**src/rtl/apb_xfer_master.sv**
```systemverilog
module apb_xfer_master #(
  parameter int ADDR_W = 16,
  parameter int DATA_W = 32
) (
  input  logic              clk,
  input  logic              rst_n,
  input  logic              req_valid,
  input  logic              req_write,
  input  logic [ADDR_W-1:0] req_addr,
  input  logic [DATA_W-1:0] req_wdata,
  output logic              req_ready,
  output logic              done,
  output logic [DATA_W-1:0] rd_data,
  output logic              rd_err,
  output logic              bus_sel,
  output logic              bus_enable,
  output logic              bus_write,
  output logic [ADDR_W-1:0] bus_addr,
  output logic [DATA_W-1:0] bus_wdata,
  input  logic [DATA_W-1:0] bus_rdata,
  input  logic              bus_ready,
  input  logic              bus_err
);

  typedef enum logic [1:0] {PH_IDLE, PH_SETUP, PH_ACCESS} phase_t;

  phase_t ph, ph_n;
  logic   finish_x;
  logic   take;

  assign bus_sel    = (ph != PH_IDLE);
  assign bus_enable = (ph == PH_ACCESS);
  assign finish_x   = bus_sel & bus_enable & bus_ready;
  assign req_ready  = (ph == PH_IDLE) | finish_x;
  assign take       = req_valid & req_ready;

  always_comb begin
    ph_n = ph;
    unique case (ph)
      PH_IDLE:   if (take) ph_n = PH_SETUP;
      PH_SETUP:  ph_n = PH_ACCESS;
      PH_ACCESS: if (finish_x) ph_n = take ? PH_SETUP : PH_IDLE;
      default:   ph_n = PH_IDLE;
    endcase
  end

  always_ff @(posedge clk or negedge rst_n) begin
    if (!rst_n) begin
      ph        <= PH_IDLE;
      bus_write <= 1'b0;
      bus_addr  <= '0;
      bus_wdata <= '0;
      done      <= 1'b0;
      rd_data   <= '0;
      rd_err    <= 1'b0;
    end else begin
      ph   <= ph_n;
      done <= finish_x;
      if (take) begin
        bus_write <= req_write;
        bus_addr  <= req_addr;
        bus_wdata <= req_wdata;
      end
      if (finish_x) begin
        rd_data <= bus_rdata;
        rd_err  <= bus_err;
      end
    end
  end

endmodule


```
**config.mk**
```make
export PLATFORM = sky130hd
export DESIGN_NAME = apb_xfer_master
export DESIGN_NICKNAME = d
export VERILOG_FILES = /design/src/rtl/apb_xfer_master.sv
export SDC_FILE = /design/constraint.sdc
export NUM_CORES = 1
export LEC_CHECK = 0
export ABC_CLOCK_PERIOD_IN_PS = 2400
export BUFFER_PORTS_ARGS = -buffer_cell sky130_fd_sc_hd__buf_2
export CORE_MARGIN = 1.5
export CORE_UTILIZATION = 48
export CTS_BUF_LIST = sky130_fd_sc_hd__clkbuf_4 sky130_fd_sc_hd__clkbuf_8 sky130_fd_sc_hd__clkbuf_16
export DETAILED_ROUTE_END_ITERATION = 7
export PLACE_DENSITY = 0.82
export SLEW_MARGIN = 20
export SYNTH_ARGS = -nofsm -noshare
export SYNTH_HDL_FRONTEND = slang
export SYNTH_SLANG_ARGS = --single-unit
```
**constraint.sdc**
```tcl
create_clock -name clk -period 2.4 [get_ports clk]
set_input_delay 0.24 -clock clk [delete_from_list [all_inputs] [get_ports clk]]
set_output_delay 0.24 -clock clk [all_outputs]
set_load 0.02 [all_outputs]
```
# Word-level counts from Yosys, hierarchy flattened

Cells that the tools add are included.

Bits in registers: 85
Logic and storage cells: 22

Equal/unequal tests: 4
Mux-type cells: 4
Bitwise operators: 4
Reduce and logical (&&, ||, !) cells: 3

Operator list:

| cell                                                                  | number |
|---|---|
| 2-bit one-hot mux with 3 select lines                                 | 1 |
| 2-bit two-way mux                                                     | 2 |
| 1-bit bitwise AND                                                     | 3 |
| 2-bit by 1-bit equality test with 1-bit output, second input constant | 1 |
| 2-bit equality test, second input constant                            | 1 |
| 2-bit logical NOT                                                     | 1 |
| 2-bit by 1-bit != test with 1-bit output, second input constant       | 1 |
| 2-bit != test, second input constant                                  | 1 |
| 2-bit AND reduction                                                   | 1 |
| 2-bit nonzero test                                                    | 1 |
| 1-bit two-way mux                                                     | 1 |
| 1-bit OR                                                              | 1 |

# Longest topological paths before layout

Gate-level depths: netlist of run 1.

Word-level depth: 8
Gate-level depth with buffers: 4
Depth with buffers taken out: 3

# Worst setup path after synthesis of run 1

OpenSTA, ideal clock, no wires.

Kind: register to register
From: register ph[1]
To: register bus_addr[0]
Library setup time: 125 ps
Data arrival time: 1356 ps
Required time: 2275 ps
Slack: 919 ps
Cell stages (with the launch flop): 5
Buffers on the path: 1
Clock period less this slack: 1481 ps
Path through: dfrtp_1 -> nor2b_2 -> nor3b_4 -> buf_6 -> mux2_2

Longest elaborated chain between the ends: 5
Elaborated cells on any way between the ends: 7
Those cells by class: eq/ne (1); bitwise (4); reduce/logical (2)

Ends and longest elaborated chain:

| what                                                             | RTL line | RTL |
|---|---|---|
| from (decl)                                                      | 27       | `phase_t ph, ph_n;` |
| from (signal assigned)                                           | 57       | `ph <= ph_n;` |
| 2-bit equality test / 2-bit nonzero test (equally long branches) | 32, 31   |  |
| 1-bit bitwise AND (2 in series)                                  | 33       | `assign finish_x = bus_sel & bus_enable & bus_ready;` |
| 1-bit OR *                                                       | 34       | `assign req_ready = (ph == PH_IDLE) \| finish_x;` |
| 1-bit bitwise AND *                                              | 35       | `assign take = req_valid & req_ready;` |
| to (signal assigned)                                             | 61       | `bus_addr <= req_addr;` |
| to (decl)                                                        | 18       | `output logic [ADDR_W-1:0] bus_addr,` |

Every way passes the cells marked *; elsewhere a longest branch is shown, timed or not.
A chain may end at the register's enable or synchronous reset.

# Worst setup path after layout of run 1

From: register ph[1]
To: register bus_write

Longest elaborated chain between the ends: 5
Elaborated cells on any way between the ends: 7
Those cells by class: eq/ne (1); bitwise (4); reduce/logical (2)

Ends and longest elaborated chain:

| what                                                             | RTL line | RTL |
|---|---|---|
| 2-bit equality test / 2-bit nonzero test (equally long branches) | 32, 31   |  |
| 1-bit bitwise AND (2 in series)                                  | 33       |  |
| 1-bit OR *                                                       | 34       |  |
| 1-bit bitwise AND *                                              | 35       |  |
| to (signal assigned)                                             | 60       | `bus_write <= req_write;` |
| to (decl)                                                        | 17       | `output logic bus_write,` |

Marks and branches as above.

==> results of run 1 <==
-- worst paths after layout --
path                                 end  depth (start not counted)  slack [ns]           from
hold / removal               rd_data[22]                          2        0.13  bus_rdata[22]
hold reg to reg               rd_data[2]                          1        0.51     rd_data[2]
max in group asynchronous  bus_wdata[13]                          3        1.33          rst_n
min in group asynchronous    rd_data[29]                          2        0.42          rst_n
setup / recovery               bus_write                          4        0.80          ph[1]
setup reg to reg               bus_write                          4        0.80          ph[1]
-- power by group through the flow --
stage               registers (W)  logic (W)  clock network, W
finish                    0.00211    0.00179           0.00103
global route              0.00218    0.00190           0.00111
CTS                       0.00212    0.00181           0.00105
detailed placement        0.00214    0.00181                 0
global placement          0.00211    0.00177                 0
floorplan                 0.00272   0.000543                 0
-- cell type report --
class,instances,share of cell area
Multi-Input combinational cell,90,0.228
Sequential cell,85,0.489
Clock inverter,5,0.0135
Tap cell,77,0.0221
Inverter,1,0.000863
Timing Repair Buffer,176,0.212
Clock buffer,11,0.0348
-- registers in the layout, indices dropped and copies added, names as in the netlist --
register	count
bus_write	1
bus_wdata	32
rd_data	32
rd_err	1
bus_addr	16
done	1
ph	2
-- cell usage after synthesis --
cell | count | share of area
mux2_2 | 83 | 0.29
buf_4 | 3 | 0.0070
inv_1 | 1 | 0.0012
nor2_1 | 2 | 0.0023
nor3b_4 | 1 | 0.0059
buf_6 | 5 | 0.018
dfrtp_1 | 85 | 0.66
or2_2 | 1 | 0.0020
nor2b_2 | 2 | 0.0055
nand2_2 | 1 | 0.0020
-- cell families (layout without fill, tap and decap cells) --
group | after synthesis | in the layout | share of synthesized area
flops | 85 | 85 | 0.665
simple gates | 7 | 7 | 0.0176
mux | 83 | 83 | 0.292
buf+inv | 9 | 193 | 0.0258
-- layer usage --
metal	GRT usage	vias up
met2	0.343	94
met5	0	-
met1	0.210	1052
li1	-	996
met3	0.0501	11
met4	0.0836	0
-- metrics by stage --
step | hold WS, ns | power, W | area, sq um | utilization | setup WS, ns
after floorplan | -0.0556 | 0.00326 | 3200 | - | 0.919
after global placement | 0.242 | 0.00388 | 4130 | 0.647 | 0.839
after detailed placement | 0.257 | 0.00395 | 4130 | 0.647 | 0.802
after CTS | 0.112 | 0.00498 | 4350 | 0.681 | 0.783
after global routing | 0.112 | 0.00518 | 4350 | 0.681 | 0.714
final | 0.126 | 0.00493 | 4350 | 0.681 | 0.800
==> flow_metrics.env, run 1 <==
export IMPL_antenna_left=0
export IMPL_cp_max_fo=26
export IMPL_dp_cells=428
export IMPL_drtIter0Drc=51
export IMPL_clock_latency_ns=0.34
export IMPL_seq_area_sq_mm=0.00213
export IMPL_ys_seq_area_frac=0.665
export IMPL_port_buffers=171
export IMPL_drive_gt1_frac=0.758
export IMPL_end_kind="register"
export IMPL_n_fill_cell=480
export IMPL_syn_avg_cell_area_sq_um=17.4
export IMPL_multi_input_area_sq_um=991
export IMPL_syn_nets=270
export IMPL_crit_buf_inv=1
export IMPL_cts_htree_levels=3
export IMPL_die_area_sq_mm=0.00717
export IMPL_antenna_found_initial=0
export IMPL_cp_required_ns=2.62
export IMPL_status="complete, no violations"
export IMPL_grt_pass1_wl_um=10700
export IMPL_num_vias=2153
export IMPL_fmax_mhz=625
export IMPL_hpwl_um=5010
export IMPL_cts_path_max_buffers=2
export IMPL_period_share=0.666
export IMPL_cp_arrival_ns=1.82
export IMPL_fin_cells=445
export IMPL_p_seq_frac=0.429
export IMPL_netSwitchingPower_w=0.00173
export IMPL_row_count=29
export IMPL_path_class="register to register"
export IMPL_intPower_w=0.00320
export IMPL_cts_resized=0
export IMPL_drcViolationCount=0
export IMPL_top_layer_used="met4"
export IMPL_diodes=0
export IMPL_grt_overflow=0
export IMPL_routed_wl_met2_um=3570
export IMPL_areaGrowthSynthToFinish_pct=36.0
export IMPL_clk_pin_slew_ns=0.09
export IMPL_vdd_drop_max_v=0.000720
export IMPL_start_kind="register"
export IMPL_p_comb_frac=0.362
export IMPL_worstMarginPinSlew_ns=0.531
export IMPL_cts_root_buf="clkbuf_8"
export IMPL_fp_dieH_um=84.7
export IMPL_die_width_um=84.7
export IMPL_relSlewSlack=0.646
export IMPL_dr_pass1_iters=4
export IMPL_p_leak_nw=2.17
export IMPL_cpLargestDelayFamily="flip-flops"
export IMPL_final_setup_viol_count=0
export IMPL_netlist_instances=184
export IMPL_switching_share=0.351
export IMPL_slew_violations=0
export IMPL_most_common_layout_cells="170 x buf_2, 85 x dfrtp_1, 83 x mux2_2"
export IMPL_postCtsSetupRepairBufs=0
export IMPL_nets=449
export IMPL_cap_violations=0
export IMPL_hold_path_class="input pin to register"
export IMPL_fin_skew_ns=0.00760
export IMPL_grtUsageTotal=0.190
export IMPL_wl_um=6630
export IMPL_ios=172
export IMPL_synth_seq_cells=85
export IMPL_place_congestion=0.705
export IMPL_power_density_mw_per_mm2=1130
export IMPL_cp_slowest_cell="dfrtp_1"
export IMPL_m1WireLength_um=2500
export IMPL_period_minus_slack_ns=1.60
export IMPL_cts_sinks=85
export IMPL_fin_setup_tns_ns=0
export IMPL_grt_pass1_vias=2325
export IMPL_met3_length_um=437
export IMPL_grt_max_degree=46
export IMPL_rsz0062_at_grt="false"
export IMPL_wire_per_inst_um=14.9
export IMPL_yosys_cell_types_count=10
export IMPL_crit_chain="nor2b_2, nor3b_4, buf_4, mux2_2"
export IMPL_start_util=0.501
export IMPL_vias_per_cell=4.84
export IMPL_cts_tree="built"
export IMPL_cts_hold_buf=1
export IMPL_hold_viol_final=0
export IMPL_core_area_sq_mm=0.00639
export IMPL_yosys_warnings=0
export IMPL_final_common_cell="buf_2"
export IMPL_syn_area_sq_mm=0.00320
export IMPL_power_frac_clock=0.209
export IMPL_numCtsBuffers=9
export IMPL_slowest_delay_ns=0.41
(Power assumes the default switching activity.)
==> run 2: changes to the inputs <==
--- a/config.mk
+++ b/config.mk
@@ -5,13 +5,13 @@
 export SDC_FILE = /design/constraint.sdc
 export NUM_CORES = 1
 export LEC_CHECK = 0
-export ABC_CLOCK_PERIOD_IN_PS = 2400
+export ABC_CLOCK_PERIOD_IN_PS = 1400
 export BUFFER_PORTS_ARGS = -buffer_cell sky130_fd_sc_hd__buf_2
 export CORE_MARGIN = 1.5
-export CORE_UTILIZATION = 48
+export CORE_UTILIZATION = 40
 export CTS_BUF_LIST = sky130_fd_sc_hd__clkbuf_4 sky130_fd_sc_hd__clkbuf_8 sky130_fd_sc_hd__clkbuf_16
 export DETAILED_ROUTE_END_ITERATION = 7
-export PLACE_DENSITY = 0.82
+export PLACE_DENSITY = 0.73
 export SLEW_MARGIN = 20
 export SYNTH_ARGS = -nofsm -noshare
 export SYNTH_HDL_FRONTEND = slang
==> constraint.sdc (replaced) <==
create_clock -name clk -period 1.4 [get_ports clk]
set_input_delay 0.14 -clock clk [delete_from_list [all_inputs] [get_ports clk]]
set_output_delay 0.14 -clock clk [all_outputs]
set_load 0.02 [all_outputs]
==> flow_metrics.env, run 2 (synthesis results as in run 1) <==
export IMPL_violations="negative setup slack"
export IMPL_rsz0062_at_grt="true"
export IMPL_n_fill_cell=628
export IMPL_cts_sinks=85
export IMPL_fmax_mhz=670
export IMPL_fin_hold_ws_ns=0.0208
export IMPL_grtUsageTotal=0.177
export IMPL_min_path_cells=2
export IMPL_most_common_layout_cells="169 x buf_2, 85 x dfrtp_1, 49 x mux2_4"
export IMPL_die_area_sq_mm=0.00855
export IMPL_p_leak_nw=2.53
export IMPL_grt_overflow=0
export IMPL_multi_input_area_sq_mm=0.00118
export IMPL_final_common_cell="buf_2"
export IMPL_clk_pin_slew_ns=0.09
export IMPL_dpl_cell_area_sq_mm=0.00422
export IMPL_path_class="register to register"
export IMPL_final_setup_worst_slack_ns=-0.0926
export IMPL_nets=467
export IMPL_port_buffers=171
export IMPL_dr_pass1_iters=2
export IMPL_grt_pass1_vias=2442
export IMPL_start_kind="register"
export IMPL_hpwl_um=4890
export IMPL_vias_per_cell=4.63
export IMPL_power_density_mw_per_mm2=1900
export IMPL_end_kind="register"
export IMPL_cts_tree="built"
export IMPL_wire_per_inst_um=15.0
export IMPL_antenna_found_initial=0
export IMPL_drcViolationCount=0
export IMPL_cap_violations=0
export IMPL_largest_registers="bus_wdata: 32 flops, rd_data: 32 flops, bus_addr: 16 flops"
export IMPL_clock_latency_ns=0.35
export IMPL_areaGrowthSynthToFinish_pct=51.2
export IMPL_grt_max_degree=86
export IMPL_status="complete, but fails checks"
export IMPL_cp_required_ns=1.63
export IMPL_cp_max_fo=14
export IMPL_cts_path_max_buffers=2
export IMPL_ios=172
export IMPL_seq_area_sq_mm=0.00213
export IMPL_slew_violations=0
export IMPL_relSlewSlack=0.708
export IMPL_hold_viol_final=0
export IMPL_vdd_drop_max_v=0.00107
export IMPL_cp_arrival_ns=1.73
export IMPL_grt_pass1_wl_um=11700
export IMPL_core_area_sq_mm=0.00773
export IMPL_diodes=0
export IMPL_numCtsBuffers=9
export IMPL_fin_skew_ns=0.0123
export IMPL_period_share=1.07
export IMPL_cts_root_buf="clkbuf_8"
export IMPL_antenna_left=0
export IMPL_hold_path_class="input pin to register"
export IMPL_place_congestion=0.671
export IMPL_cts_htree_levels=3
export IMPL_num_vias=2260
export IMPL_period_minus_slack_ns=1.49
export IMPL_drtIter0Drc=40
export IMPL_row_count=32
export IMPL_fin_area_sq_mm=0.00484
export IMPL_start_util=0.414
export IMPL_die_width_um=92.5
export IMPL_ff2ff_path_depth=5
export IMPL_drive_gt1_frac=0.744
export IMPL_worstMarginPinSlew_ns=0.438
export IMPL_fp_dieH_um=92.5
export IMPL_final_setup_viol_count=78
export IMPL_wl_um=7340
==> run 2: changes by cell type in the layout (fill, tap and decap cells not counted) <==
cell,change
buf_6,+3
buf_16,+1
clkinvlp_4,-2
mux2_4,+49
buf_4,+1
buf_12,+4
buf_2,-1
bufinv_16,+1
clkinv_4,+1
dlygate4sd3_1,+10
mux2_2,-49
nor2b_2,-1
nor2b_4,+1
==> run 2: routing by layer <==
layer  track usage  vias to the layer above  part of all wire
li1              -                     1031                 -
met1         0.216                     1114              0.41
met2         0.289                      103              0.49
met3        0.0558                       12             0.081
met4        0.0718                        0             0.017
met5             0                        -                 0
==> run 2: per-stage QoR <==
step / utilization / power [W] / setup TNS [ns] / worst slack (ns) / cells
6_report: 0.626 / 0.00919 / -4.60 / -0.0926 / 488
5_1_grt: 0.626 / 0.00966 / -8.98 / -0.150 / 488
4_1_cts: 0.619 / 0.00917 / -4.72 / -0.0859 / 488
3_5_place_dp: 0.546 / 0.00681 / -6.08 / -0.144 / 457
3_3_place_gp: 0.546 / 0.00670 / -3.47 / -0.0877 / 457
2_1_floorplan: - / 0.00560 / -3.90 / -0.0640 / 184
==> run 2: what timing repair did <==
item	in CTS	in global routing
hold buffers	11	0
endpoints found under the setup margin	83	83
resized for setup	45	15
gates cloned	1	0
pin swaps	1	0
endpoints found under the hold margin	95	0
setup buffers	3	0
==> run 2: power by group <==
| group | switching [W] | internal, W | leakage (nW) | total, W |
|---|---|---|---|---|
| combinational | 0.00184 | 0.00173 | 1.41 | 0.00357 |
| sequential | 0.000398 | 0.00325 | 0.999 | 0.00365 |
| clock | 0.000870 | 0.00111 | 0.120 | 0.00198 |
| total | 0.00311 | 0.00608 | 2.53 | 0.00919 |
==> run 2: worst max-delay path, stage by stage (launching register included) <==
cell	delay [ns]
dfrtp_1	0.39
nor2b_4	0.14
nor3b_4	0.21
buf_6	0.15
buf_12	0.15
mux2_2	0.34
==> run 2: worst paths after layout <==
path                               from     endpoint  slack [ns]
max                               ph[1]  bus_addr[8]       -0.09
min                        bus_rdata[1]   rd_data[1]        0.02
max reg2reg                       ph[1]  bus_addr[8]       -0.09
min reg2reg                   bus_write    bus_write        0.50
max in group asynchronous         rst_n  rd_data[17]        0.69
min in group asynchronous         rst_n  bus_addr[0]        0.38
==> run 2: area by class of cell <==
class | instances | area share
multi-input combinational | 90 | 0.244
clock inverter | 5 | 0.0171
clock buffer | 11 | 0.0313
tap | 102 | 0.0264
inverter | 1 | 0.000776
sequential | 85 | 0.440
timing repair buffer | 194 | 0.241
==> run 3: changes to the inputs <==
--- a/config.mk
+++ b/config.mk
@@ -7,11 +7,12 @@
 export LEC_CHECK = 0
 export ABC_CLOCK_PERIOD_IN_PS = 1400
 export BUFFER_PORTS_ARGS = -buffer_cell sky130_fd_sc_hd__buf_2
+export CAP_MARGIN = 20
 export CORE_MARGIN = 1.5
 export CORE_UTILIZATION = 40
 export CTS_BUF_LIST = sky130_fd_sc_hd__clkbuf_4 sky130_fd_sc_hd__clkbuf_8 sky130_fd_sc_hd__clkbuf_16
 export DETAILED_ROUTE_END_ITERATION = 7
-export PLACE_DENSITY = 0.73
+export PLACE_DENSITY = 0.76
 export SLEW_MARGIN = 20
 export SYNTH_ARGS = -nofsm -noshare
 export SYNTH_HDL_FRONTEND = slang
==> flow_metrics.env, run 3 (synthesis results as in run 1) <==
export IMPL_status="complete, but fails checks"
export IMPL_violations="negative setup slack"
export IMPL_pre_cts_ws_ns=-0.127
export IMPL_slew_violations=0
export IMPL_rr_endpoint="bus_addr[2]"
export IMPL_power_density_mw_per_mm2=1890
export IMPL_path_class="register to register"
export IMPL_grt_max_degree=86
export IMPL_row_count=32
export IMPL_numCtsBuffers=9
export IMPL_nets=457
export IMPL_wire_per_inst_um=14.6
export IMPL_drive_gt1_frac=0.763
export IMPL_grt_pass1_wl_um=10400
export IMPL_vdd_drop_max_v=0.00108
export IMPL_start_util=0.414
export IMPL_port_buffers=171
export IMPL_min_path_cells=2
export IMPL_drtIter0Drc=44
export IMPL_ff2ff_path_depth=5
export IMPL_n_fill_cell=634
export IMPL_fin_setup_tns_ns=-4.91
export IMPL_cp_required_ns=1.63
export IMPL_dpl_cell_area_sq_mm=0.00421
export IMPL_startpoint="ph[1]"
export IMPL_cts_path_max_buffers=2
export IMPL_fmax_mhz=664
export IMPL_cts_root_buf="clkbuf_8"
export IMPL_p_leak_nw=2.35
export IMPL_cp_max_fo=12
export IMPL_final_common_cell="buf_2"
export IMPL_grtUsageTotal=0.157
export IMPL_dr_pass1_iters=4
export IMPL_grt_pass1_vias=2198
export IMPL_clk_pin_slew_ns=0.08
export IMPL_period_minus_slack_ns=1.51
export IMPL_fin_area_sq_mm=0.00464
export IMPL_end_kind="register"
export IMPL_hold_viol_final=0
export IMPL_hpwl_um=4620
export IMPL_diodes=0
export IMPL_grt_overflow=0
export IMPL_drcViolationCount=0
export IMPL_holdCritStartpoint="bus_rdata[3]"
export IMPL_vias_per_cell=4.61
export IMPL_antenna_found_initial=0
export IMPL_rsz0062_at_grt="true"
export IMPL_timing_rr_start="ph[1]"
export IMPL_finalPower_w=0.00878
export IMPL_worstMarginPinSlew_ns=0.445
export IMPL_cp_endpoint="bus_addr[2]"
export IMPL_fin_skew_ns=0.00711
export IMPL_final_setup_viol_count=83
export IMPL_cts_htree_levels=3
export IMPL_start_kind="register"
export IMPL_antenna_left=0
export IMPL_cts_tree="built"
export IMPL_cp_arrival_ns=1.73
export IMPL_place_congestion=0.701
export IMPL_most_common_layout_cells="167 x buf_2, 85 x dfrtp_1, 63 x mux2_2"
export IMPL_ios=172
export IMPL_areaGrowthSynthToFinish_pct=44.9
export IMPL_period_share=1.08
export IMPL_largest_registers="bus_wdata: 32 flops, rd_data: 32 flops, bus_addr: 16 flops"
export IMPL_clock_latency_ns=0.34
export IMPL_die_area_sq_mm=0.00855
export IMPL_num_vias=2204
export IMPL_cts_sinks=85
export IMPL_cap_violations=0
export IMPL_core_area_sq_mm=0.00773
export IMPL_fp_dieH_um=92.5
export IMPL_final_setup_worst_slack_ns=-0.105
export IMPL_relSlewSlack=0.703
export IMPL_die_width_um=92.5
export IMPL_rrSetupSlack_ns=-0.11
export IMPL_hold_path_class="input pin to register"
export IMPL_wl_um=6960
run 3: changes by cell type in the layout (fill, tap and decap cells not counted), moves of 2 or more:
cell	change
buf_12	-2
buf_2	-2
clkbuf_4	+2
clkbuf_8	-2
clkinv_2	+2
clkinv_4	-2
dlygate4sd3_1	-10
mux2_2	+29
mux2_4	-29
run 3: cell type report:
cell class	instances	area [sq um]	share of cell area
multi-input cells	90	1080	0.232
inverters	1	3.75	0.000809
clock inverters	5	75.1	0.0162
clock buffers	11	139	0.0300
repair buffers	184	1090	0.235
well taps	102	128	0.0275
flip-flops and latches	85	2130	0.459
run 3: how the worst min path moves through the flow:
stage	endpoint	slack, ns
floorplan	bus_addr[0]	-0.16
global placement	bus_wdata[11]	0.21
detailed placement	bus_wdata[12]	0.21
CTS	bus_addr[4]	0.004
global route	rd_data[26]	0.002
finish	rd_data[3]	0.02
run 3: worst max-delay path: stages (launching register included):
cell and delay (ns):
dfrtp_1 0.39, nor2b_4 0.14, nor3b_4 0.20, buf_6 0.17
buf_12 0.16, mux2_2 0.34
run 3: through the flow:
step / std cells / utilization / hold slack, ns
after global routing: 478 / 0.600 / 0.00220
after CTS: 476 / 0.593 / 0.00431
after floorplan: 184 / - / -0.156
final: 478 / 0.600 / 0.0242
after global placement: 455 / 0.545 / 0.205
after detailed placement: 455 / 0.545 / 0.209
run 3: where the power goes:
group          switching, W  internal, W
clock              0.000805      0.00104
sequential         0.000373      0.00325
combinational       0.00180      0.00151
total               0.00298      0.00580
run 3: what timing repair did:
item                                    4_1_cts  5_1_grt
cloned                                        2        2
pin swaps                                     1        0
setup buffers                                 2        0
gates resized for setup                      23        6
hold buffers                                  1        0
hold endpoints to repair                     85        0
endpoints found under the setup margin       83       85
run 3: layer usage:
metal  vias up  track usage  part of all wire
li1       1016            -                 -
met3        11       0.0501             0.088
met2       104        0.259              0.47
met4         0       0.0744             0.018
met1      1073        0.186              0.43
met5         -            0                 0
